===== config.mk =====
export PLATFORM = sky130hd
export DESIGN_NAME = ext_wait_gen
export DESIGN_NICKNAME = d
export VERILOG_FILES = /design/src/rtl/ext_wait_gen_pkg.sv /design/src/rtl/ext_wait_regs.sv /design/src/rtl/ext_wait_decode.sv /design/src/rtl/ext_wait_counter.sv /design/src/rtl/ext_wait_gen.sv
export SDC_FILE = /design/constraint.sdc
export NUM_CORES = 1
export LEC_CHECK = 0
export BUFFER_PORTS_ARGS = -buffer_cell sky130_fd_sc_hd__buf_4
export CORE_MARGIN = 8
export CORE_UTILIZATION = 50
export CTS_CLUSTER_DIAMETER = 100
export CTS_CLUSTER_SIZE = 16
export DETAILED_ROUTE_END_ITERATION = 10
export PLACE_DENSITY = 0.89
export SYNTH_ARGS = -nofsm -noshare
export SYNTH_HDL_FRONTEND = slang
export SYNTH_HIERARCHICAL = 1
export SYNTH_SLANG_ARGS = --single-unit

===== constraint.sdc =====
create_clock -name clk -period 6.66 [get_ports clk]
set_input_delay 0.999 -clock clk [delete_from_list [all_inputs] [get_ports clk]]
set_output_delay 0.999 -clock clk [all_outputs]
set_load 0.05 [all_outputs]

===== src/rtl/ext_wait_gen_pkg.sv =====
package ext_wait_gen_pkg;
  typedef enum logic [1:0] {
    SPC_PROG = 2'd0,
    SPC_DATA = 2'd1,
    SPC_IO   = 2'd2,
    SPC_IO2  = 2'd3
  } space_e;

  // field slot index inside the timing register
  localparam int FLD_PLO = 0;
  localparam int FLD_PHI = 1;
  localparam int FLD_DLO = 2;
  localparam int FLD_DHI = 3;
  localparam int FLD_IO  = 4;
  localparam int NUM_FLD = 5;
endpackage


===== src/rtl/ext_wait_regs.sv =====
module ext_wait_regs #(
  parameter int RADDR_W = 8,
  parameter int DATA_W  = 16,
  parameter int FIELD_W = 3,
  parameter logic [RADDR_W-1:0] TIM_ADDR  = 8'h28,
  parameter logic [RADDR_W-1:0] CTRL_ADDR = 8'h2B
) (
  input  logic               clk,
  input  logic               rst_n,
  input  logic               wr,
  input  logic [RADDR_W-1:0] addr,
  input  logic [DATA_W-1:0]  wdata,
  output logic [DATA_W-1:0]  rdata,
  output logic [ext_wait_gen_pkg::NUM_FLD*FIELD_W:0] timing,
  output logic               dbl
);
  localparam int TIM_W = ext_wait_gen_pkg::NUM_FLD*FIELD_W + 1;
  localparam logic [TIM_W-1:0] TIM_RST = {1'b0, {(TIM_W-1){1'b1}}};

  always_ff @(posedge clk) begin
    if (!rst_n) begin
      timing <= TIM_RST;
      dbl    <= 1'b0;
    end else if (wr) begin
      if (addr == TIM_ADDR)  timing <= wdata[TIM_W-1:0];
      if (addr == CTRL_ADDR) dbl    <= wdata[0];
    end
  end

  always_comb begin
    rdata = '0;
    if (addr == TIM_ADDR)       rdata[TIM_W-1:0] = timing;
    else if (addr == CTRL_ADDR) rdata[0] = dbl;
  end
endmodule


===== src/rtl/ext_wait_decode.sv =====
module ext_wait_decode #(
  parameter int ADDR_W  = 20,
  parameter int FIELD_W = 3
) (
  input  logic [ext_wait_gen_pkg::NUM_FLD*FIELD_W:0] timing,
  input  logic               dbl,
  input  logic [1:0]         space,
  input  logic [ADDR_W-1:0]  addr,
  output logic [FIELD_W:0]   count
);
  import ext_wait_gen_pkg::*;
  localparam int XBIT = NUM_FLD*FIELD_W;

  logic [FIELD_W-1:0] fld [NUM_FLD];
  logic [FIELD_W-1:0] base;
  logic               half;

  for (genvar i = 0; i < NUM_FLD; i++) begin : g_fld
    assign fld[i] = timing[i*FIELD_W +: FIELD_W];
  end

  assign half = addr[15];

  always_comb begin
    case (space_e'(space))
      SPC_PROG: begin
        // extended mode: one field covers all program addresses
        if (timing[XBIT]) base = fld[FLD_PLO];
        else              base = half ? fld[FLD_PHI] : fld[FLD_PLO];
      end
      SPC_DATA: base = half ? fld[FLD_DHI] : fld[FLD_DLO];
      default:  base = fld[FLD_IO];
    endcase
    count = dbl ? {base, 1'b0} : {1'b0, base};
  end
endmodule


===== src/rtl/ext_wait_counter.sv =====
module ext_wait_counter #(
  parameter int CNT_W = 4
) (
  input  logic             clk,
  input  logic             rst_n,
  input  logic             valid,
  input  logic [CNT_W-1:0] load,
  output logic             ready
);
  logic             busy;
  logic [CNT_W-1:0] cnt;

  assign ready = valid && (busy ? (cnt == '0) : (load == '0));

  always_ff @(posedge clk) begin
    if (!rst_n) begin
      busy <= 1'b0;
      cnt  <= '0;
    end else if (!busy) begin
      if (valid && load != '0) begin
        busy <= 1'b1;
        cnt  <= load - 1'b1;
      end
    end else if (cnt == '0) begin
      if (valid) busy <= 1'b0;
    end else begin
      cnt <= cnt - 1'b1;
    end
  end
endmodule


===== src/rtl/ext_wait_gen.sv =====
module ext_wait_gen #(
  parameter int RADDR_W = 8,
  parameter int DATA_W  = 16,
  parameter int ADDR_W  = 20,
  parameter int FIELD_W = 3
) (
  input  logic               clk,
  input  logic               rst_n,
  input  logic               reg_wr,
  input  logic [RADDR_W-1:0] reg_addr,
  input  logic [DATA_W-1:0]  reg_wdata,
  output logic [DATA_W-1:0]  reg_rdata,
  input  logic               acc_valid,
  input  logic [1:0]         acc_space,
  input  logic [ADDR_W-1:0]  acc_addr,
  output logic               acc_ready
);
  localparam int TIM_W = ext_wait_gen_pkg::NUM_FLD*FIELD_W + 1;
  localparam int CNT_W = FIELD_W + 1;

  logic [TIM_W-1:0] timing;
  logic             dbl;
  logic [CNT_W-1:0] count;

  ext_wait_regs #(.RADDR_W(RADDR_W), .DATA_W(DATA_W), .FIELD_W(FIELD_W)) u_regs (
    .clk(clk), .rst_n(rst_n), .wr(reg_wr), .addr(reg_addr),
    .wdata(reg_wdata), .rdata(reg_rdata), .timing(timing), .dbl(dbl)
  );

  ext_wait_decode #(.ADDR_W(ADDR_W), .FIELD_W(FIELD_W)) u_dec (
    .timing(timing), .dbl(dbl), .space(acc_space), .addr(acc_addr), .count(count)
  );

  ext_wait_counter #(.CNT_W(CNT_W)) u_cnt (
    .clk(clk), .rst_n(rst_n), .valid(acc_valid), .load(count), .ready(acc_ready)
  );
endmodule


==> results of run 1 <==
-- power groups by stage --
stage | clock, mW | sequential, mW | combinational (mW)
floorplan | 0 | 0.142 | 0.0398
global placement | 0 | 0.143 | 0.0606
detailed placement | 0 | 0.143 | 0.0613
CTS | 0.0605 | 0.140 | 0.0615
global route | 0.0662 | 0.141 | 0.0677
finish | 0.0600 | 0.141 | 0.0620
-- worst min-delay path by stage --
stage / depth (start not counted) / startpoint / end
floorplan: 2 / u_cnt/cnt[0] / u_cnt/cnt[0]
global placement: 2 / u_cnt/cnt[0] / u_cnt/cnt[0]
detailed placement: 2 / u_cnt/cnt[0] / u_cnt/cnt[0]
CTS: 2 / u_cnt/cnt[0] / u_cnt/cnt[0]
global route: 2 / u_cnt/cnt[0] / u_cnt/cnt[0]
finish: 2 / u_cnt/cnt[0] / u_cnt/cnt[0]
-- through the flow --
step / setup slack [ns] / instance area, sq um / power, mW / cells
floorplan: 2.10 / 1480 / 0.182 / 171
finish: 2.61 / 1830 / 0.263 / 238
global placement: 2.63 / 1810 / 0.204 / 235
detailed placement: 2.60 / 1810 / 0.205 / 235
CTS: 2.60 / 1830 / 0.262 / 238
global route: 2.48 / 1830 / 0.275 / 238
-- critical path, stage by stage --
cell	delay [ns]
buf_4	0.11
nor2b_4	0.19
mux2_4	0.31
a222oi_1	0.37
a2bb2oi_1	0.22
nor4_4	0.37
nand2_1	0.08
a21boi_0	0.17
buf_4	0.22
-- cells in the mapped netlist (all sizes together), types with 3 or more instances --
cell    number
mux2i        6
a21boi       3
and3        15
buf          8
nor3         3
nand3        4
nor2         6
dfxtp       22
nor4        17
nand2       14
clkbuf       8
mux2         4
a31oi       15
o21ai       17
-- kinds of logic (layout without fill, tap and decap cells) --
kind of cell / count (synthesis) / in the layout
buf+inv: 18 / 54
mux: 10 / 10
fa+ha+maj: 1 / 1
flops: 22 / 22
compound gates: 47 / 47
simple gates: 73 / 73
-- area by class of cell --
cell class	count	area (sq um)	share of cell area
multi-input cells	131	952	0.521
flip-flops and latches	22	440	0.241
repair buffers	49	368	0.201
well taps	31	38.8	0.0212
clock buffers	3	22.5	0.0123
inverters	2	7.51	0.00410
-- state kept, by name, indices dropped and copies added, names as in the netlist --
name and count:
u_regs/dbl 1, u_cnt/cnt 4, u_cnt/busy 1, u_regs/timing 16
-- layer usage --
metal / up-vias / GRT usage / share of wire
met5: - / 0 / 0
met1: 683 / 0.182 / 0.43
met4: 0 / 0.0246 / 0.0064
li1: 730 / - / -
met2: 83 / 0.256 / 0.48
met3: 6 / 0.0537 / 0.085
==> run summary, run 1 <==
Comb power frac -> 0.236
Flop pwr share -> 0.536
Setup crit start -> acc_addr[15]
port bufs -> 47
top cell type by total area after synthesis -> dfxtp_1
routed length per instance -> 16.4 um
initial drt markers -> 132
XOR/XNOR Fraction of Synth Area -> 0
initial antenna violation count -> 0
Synth Area in Adders -> 0.00843
period utilization -> 0.608
Clk pin slew, worst setup/hold paths -> 0.11 ns
drt first pass iters -> 4
largest net degree at the start of global routing -> 32
synthesized-area fraction occupied by ao, oa, aoi and oai cells -> 0.206
Worst R2R Path Depth -> 10
syn_area_per_cell -> 8.68 sq um
DR vias -> 1502
highest-count cells in the layout ignoring fill and taps -> 49 x buf_4, 22 x dfxtp_1, 15 x and3_1, 15 x a31oi_1, 14 x nand2_1
Mapped Cells -> 171
Cell variety after synth -> 46
Crit Path Max Fanout -> 4
CTS Hold Buffers Added -> 0
worst path required time -> 5.66 ns
Die Height -> 70.5 um
Psw -> 78.0 uW
total gr overflow -> 0
worst skew pair latency -> 0.30 ns
first-pass GRT wire length -> 6500 um
setup TNS -> 0 ns
reg2reg end -> u_cnt/cnt[2]
Setup Skew -> 0.00499 ns
vias per cell -> 6.31
Layout fillers -> 251
number of remaining DRC errors -> 0
Yosys reg bits -> 22
vias in the first global route -> 1426
# Post-CTS Setup Buffers -> 0
Fmax -> 247 MHz
Max-Cap Viols -> 0
RSZ-0062 raised after global routing -> no
VDD IR-drop max -> 0.000164 V
DRT Wirelength -> 3910 um
status -> completed
Post-DRT Antenna Nets -> 0
top cells by area, synth -> dfxtp_1 30%, nor4_2 9.3%, a31oi_1 6.3%, and3_1 6.3%, o21ai_1 4.4%
Root Driver -> clkbuf_4
hpwl dp -> 2850 um
reg2reg setup slack -> 4.28 ns
most common cell after layout, fill and taps aside -> buf_4
ys flop type -> dfxtp_1
Core Rows -> 19
fraction of registers with async set or reset after synthesis -> 0
Starting Density -> 0.534
kind of critical path -> input port to output port
Slew HR -> 0.454
hold slack final -> 0.510 ns
power density over cell area -> 144 mW/mm^2
final hold violations -> 0
Switching Fraction -> 0.297
H-tree Lvls -> 1
Placer Congestion -> 0.854
NumNets Final -> 260
Setup crit end -> acc_ready
area grow syn2layout -> 23.3%
core area -> 0.00278 sq mm
Clock Path Buffers -> 2
Yosys top cell area share -> 0.297
PostCTS Resize Cnt -> 0
final setup fails -> 0
total die area -> 0.00497 sq mm
antenna cells -> 0
final slew viol count -> 0
crit path time final -> 4.05 ns
Lkg Pwr -> 0.764 nW
Clk pwr share -> 0.228
Startpoint Class -> input port
internal power -> 185 uW
CTS tree -> yes
main combinational cell family by area after synthesis -> simple AND/OR/NAND/NOR gates
Sink Count -> 22
syn nets -> 222
CP endpoint kind -> output port
# IOs -> 67
CTS Buf Count -> 3
Reg2Reg Launch Point -> u_regs/timing[15]
post-synthesis mux area share -> 0.0734
Hold Crit Class -> flip-flop to flip-flop
Post-Syn Area -> 0.00148 sq mm
synth warn -> 6
share of cells above drive strength 1 -> 0.357
All-Layer GR Usage -> 0.152
slew at the pin closest to its max-slew limit -> 0.818 ns
number of synthesized flops with an enable pin -> 0
register area share after synthesis -> 0.297
die width -> 70.5 um
simple logic cell fraction of the synthesized area -> 0.346
Critical Path AT -> 3.05 ns
final core utilization -> 0.658
Power figures use the tool's default switching activity.
==> run 2: changes to the inputs <==
--- a/config.mk
+++ b/config.mk
@@ -7,11 +7,11 @@
 export LEC_CHECK = 0
 export BUFFER_PORTS_ARGS = -buffer_cell sky130_fd_sc_hd__buf_4
 export CORE_MARGIN = 8
-export CORE_UTILIZATION = 50
+export CORE_UTILIZATION = 47
 export CTS_CLUSTER_DIAMETER = 100
 export CTS_CLUSTER_SIZE = 16
 export DETAILED_ROUTE_END_ITERATION = 10
-export PLACE_DENSITY = 0.89
+export PLACE_DENSITY = 0.85
 export SYNTH_ARGS = -nofsm -noshare
 export SYNTH_HDL_FRONTEND = slang
 export SYNTH_HIERARCHICAL = 1
==> constraint.sdc (replaced) <==
create_clock -name clk -period 4.1 [get_ports clk]
set_input_delay 0.615 -clock clk [delete_from_list [all_inputs] [get_ports clk]]
set_output_delay 0.615 -clock clk [all_outputs]
set_load 0.05 [all_outputs]
==> run 2 against run 1 <==
Setup slack worse by 1.8 ns. Non-clock buffer count unchanged. Global-route usage is 0.86 points higher. Die area up 4.9%. Register-to-register slack got worse by 2.6 ns. Via count fell by 1.6%. Core utilization fell by 4.8 points. Clock skew is 0.0011 ns lower. Final cell count grew 5.5%. First-iteration DRC count up 11%. Critical path depth unchanged.
==> run summary, run 2 (synthesis gave the netlist of run 1 again) <==
Hold Crit Class -> flip-flop to flip-flop
antenna cells -> 0
number of remaining DRC errors -> 0
crit path time final -> 3.31 ns
RSZ-0062 raised after global routing -> no
Startpoint Class -> input port
status -> completed
largest reg by FF count -> u_regs/timing
initial antenna violation count -> 0
Fmax -> 302 MHz
Max-Cap Viols -> 0
CTS Hold Buffers Added -> 0
core area -> 0.00303 sq mm
hpwl dp -> 2880 um
Critical Path AT -> 2.70 ns
Setup crit end -> acc_ready
power density over cell area -> 232 mW/mm^2
area grow syn2layout -> 24.4%
setup TNS -> 0 ns
# Post-CTS Setup Buffers -> 0
final core utilization -> 0.610
Sink Count -> 22
DR vias -> 1478
vias in the first global route -> 1537
reg2reg setup slack -> 1.71 ns
Slew HR -> 0.431
worst path required time -> 3.48 ns
vias per cell -> 5.89
Setup crit start -> acc_addr[15]
Die Height -> 72.2 um
hold slack final -> 0.517 ns
drt first pass iters -> 4
routed length per instance -> 16.3 um
final hold violations -> 0
slew at the pin closest to its max-slew limit -> 0.853 ns
H-tree Lvls -> 1
All-Layer GR Usage -> 0.160
DRT Wirelength -> 4080 um
max FFs per register -> 16
Root Driver -> clkbuf_4
most common cell after layout, fill and taps aside -> buf_4
Largest regs -> u_regs/timing (16), u_cnt/cnt (4)
worst skew pair latency -> 0.30 ns
Lkg Pwr -> 0.764 nW
total die area -> 0.00521 sq mm
Reg2Reg Launch Point -> u_regs/timing[15]
CTS tree -> yes
CP endpoint kind -> output port
Post-DRT Antenna Nets -> 0
final setup fails -> 0
Placer Congestion -> 0.892
first-pass GRT wire length -> 6820 um
Clock Path Buffers -> 2
share of cells above drive strength 1 -> 0.357
period utilization -> 0.808
reg2reg end -> u_cnt/cnt[2]
port bufs -> 47
Setup Skew -> 0.00387 ns
total power -> 428 uW
final slew viol count -> 0
Crit Path Max Fanout -> 4
Layout fillers -> 266
Worst R2R Path Depth -> 10
PostCTS Resize Cnt -> 0
Starting Density -> 0.490
Clk pin slew, worst setup/hold paths -> 0.12 ns
kind of critical path -> input port to output port
initial drt markers -> 146
VDD IR-drop max -> 0.000142 V
highest-count cells in the layout ignoring fill and taps -> 49 x buf_4, 22 x dfxtp_1, 15 x and3_1, 15 x a31oi_1, 14 x nand2_1
Core Rows -> 20
total gr overflow -> 0
die width -> 72.2 um
# IOs -> 67
largest net degree at the start of global routing -> 32
CTS Buf Count -> 3
NumNets Final -> 260
[run 2: cell counts in the layout (fill, tap and decap cells not counted)]
No cell type changed its count.
[run 2: through the flow]
| stage | setup WS (ns) | instances | cell area (sq um) |
|---|---|---|---|
| 6_report | 0.788 | 251 | 1850 |
| 5_1_grt | 0.620 | 251 | 1850 |
| 4_1_cts | 0.797 | 251 | 1850 |
| 3_5_place_dp | 0.799 | 248 | 1820 |
| 3_3_place_gp | 0.828 | 248 | 1820 |
| 2_1_floorplan | 0.311 | 171 | 1480 |
[run 2: worst max-delay path, stage by stage]
cell	delay (ns)
buf_4	0.11
nor2b_4	0.19
mux2_4	0.31
a222oi_1	0.36
a2bb2oi_1	0.22
nor4_4	0.38
nand2_1	0.09
a21boi_0	0.18
buf_4	0.22
[run 2: area by class of cell]
| type | instances | area [sq um] | area share |
|---|---|---|---|
| tap | 44 | 55.1 | 0.0298 |
| multi-input combinational | 131 | 952 | 0.516 |
| clock buffer | 3 | 22.5 | 0.0122 |
| inverter | 2 | 7.51 | 0.00407 |
| sequential | 22 | 440 | 0.239 |
| timing repair buffer | 49 | 368 | 0.199 |
[run 2: worst min path at each step]
stage	from	cells past startpoint	to	slack [ns]
after floorplan	u_cnt/cnt[0]	2	u_cnt/cnt[0]	0.47
after global placement	u_cnt/cnt[0]	2	u_cnt/cnt[0]	0.49
after detailed placement	u_regs/timing[15]	2	u_regs/timing[15]	0.50
after CTS	u_regs/timing[15]	2	u_regs/timing[15]	0.52
after global routing	reg_wdata[7]	3	u_regs/timing[7]	0.54
final	u_cnt/cnt[3]	2	u_cnt/cnt[3]	0.52
[run 2: routing by layer]
layer / wire length [um] / global-route usage
met1: 1730 / 0.186
met2: 2040 / 0.274
met3: 240 / 0.0331
met4: 69 / 0.0748
met5: 0 / 0
[run 2: where the power goes]
group,internal [mW],leakage [nW],switching (mW),total (mW)
clock,0.0343,0.0138,0.0632,0.0974
combinational,0.0456,0.572,0.0565,0.102
sequential,0.220,0.179,0.00837,0.228
total,0.300,0.764,0.128,0.428
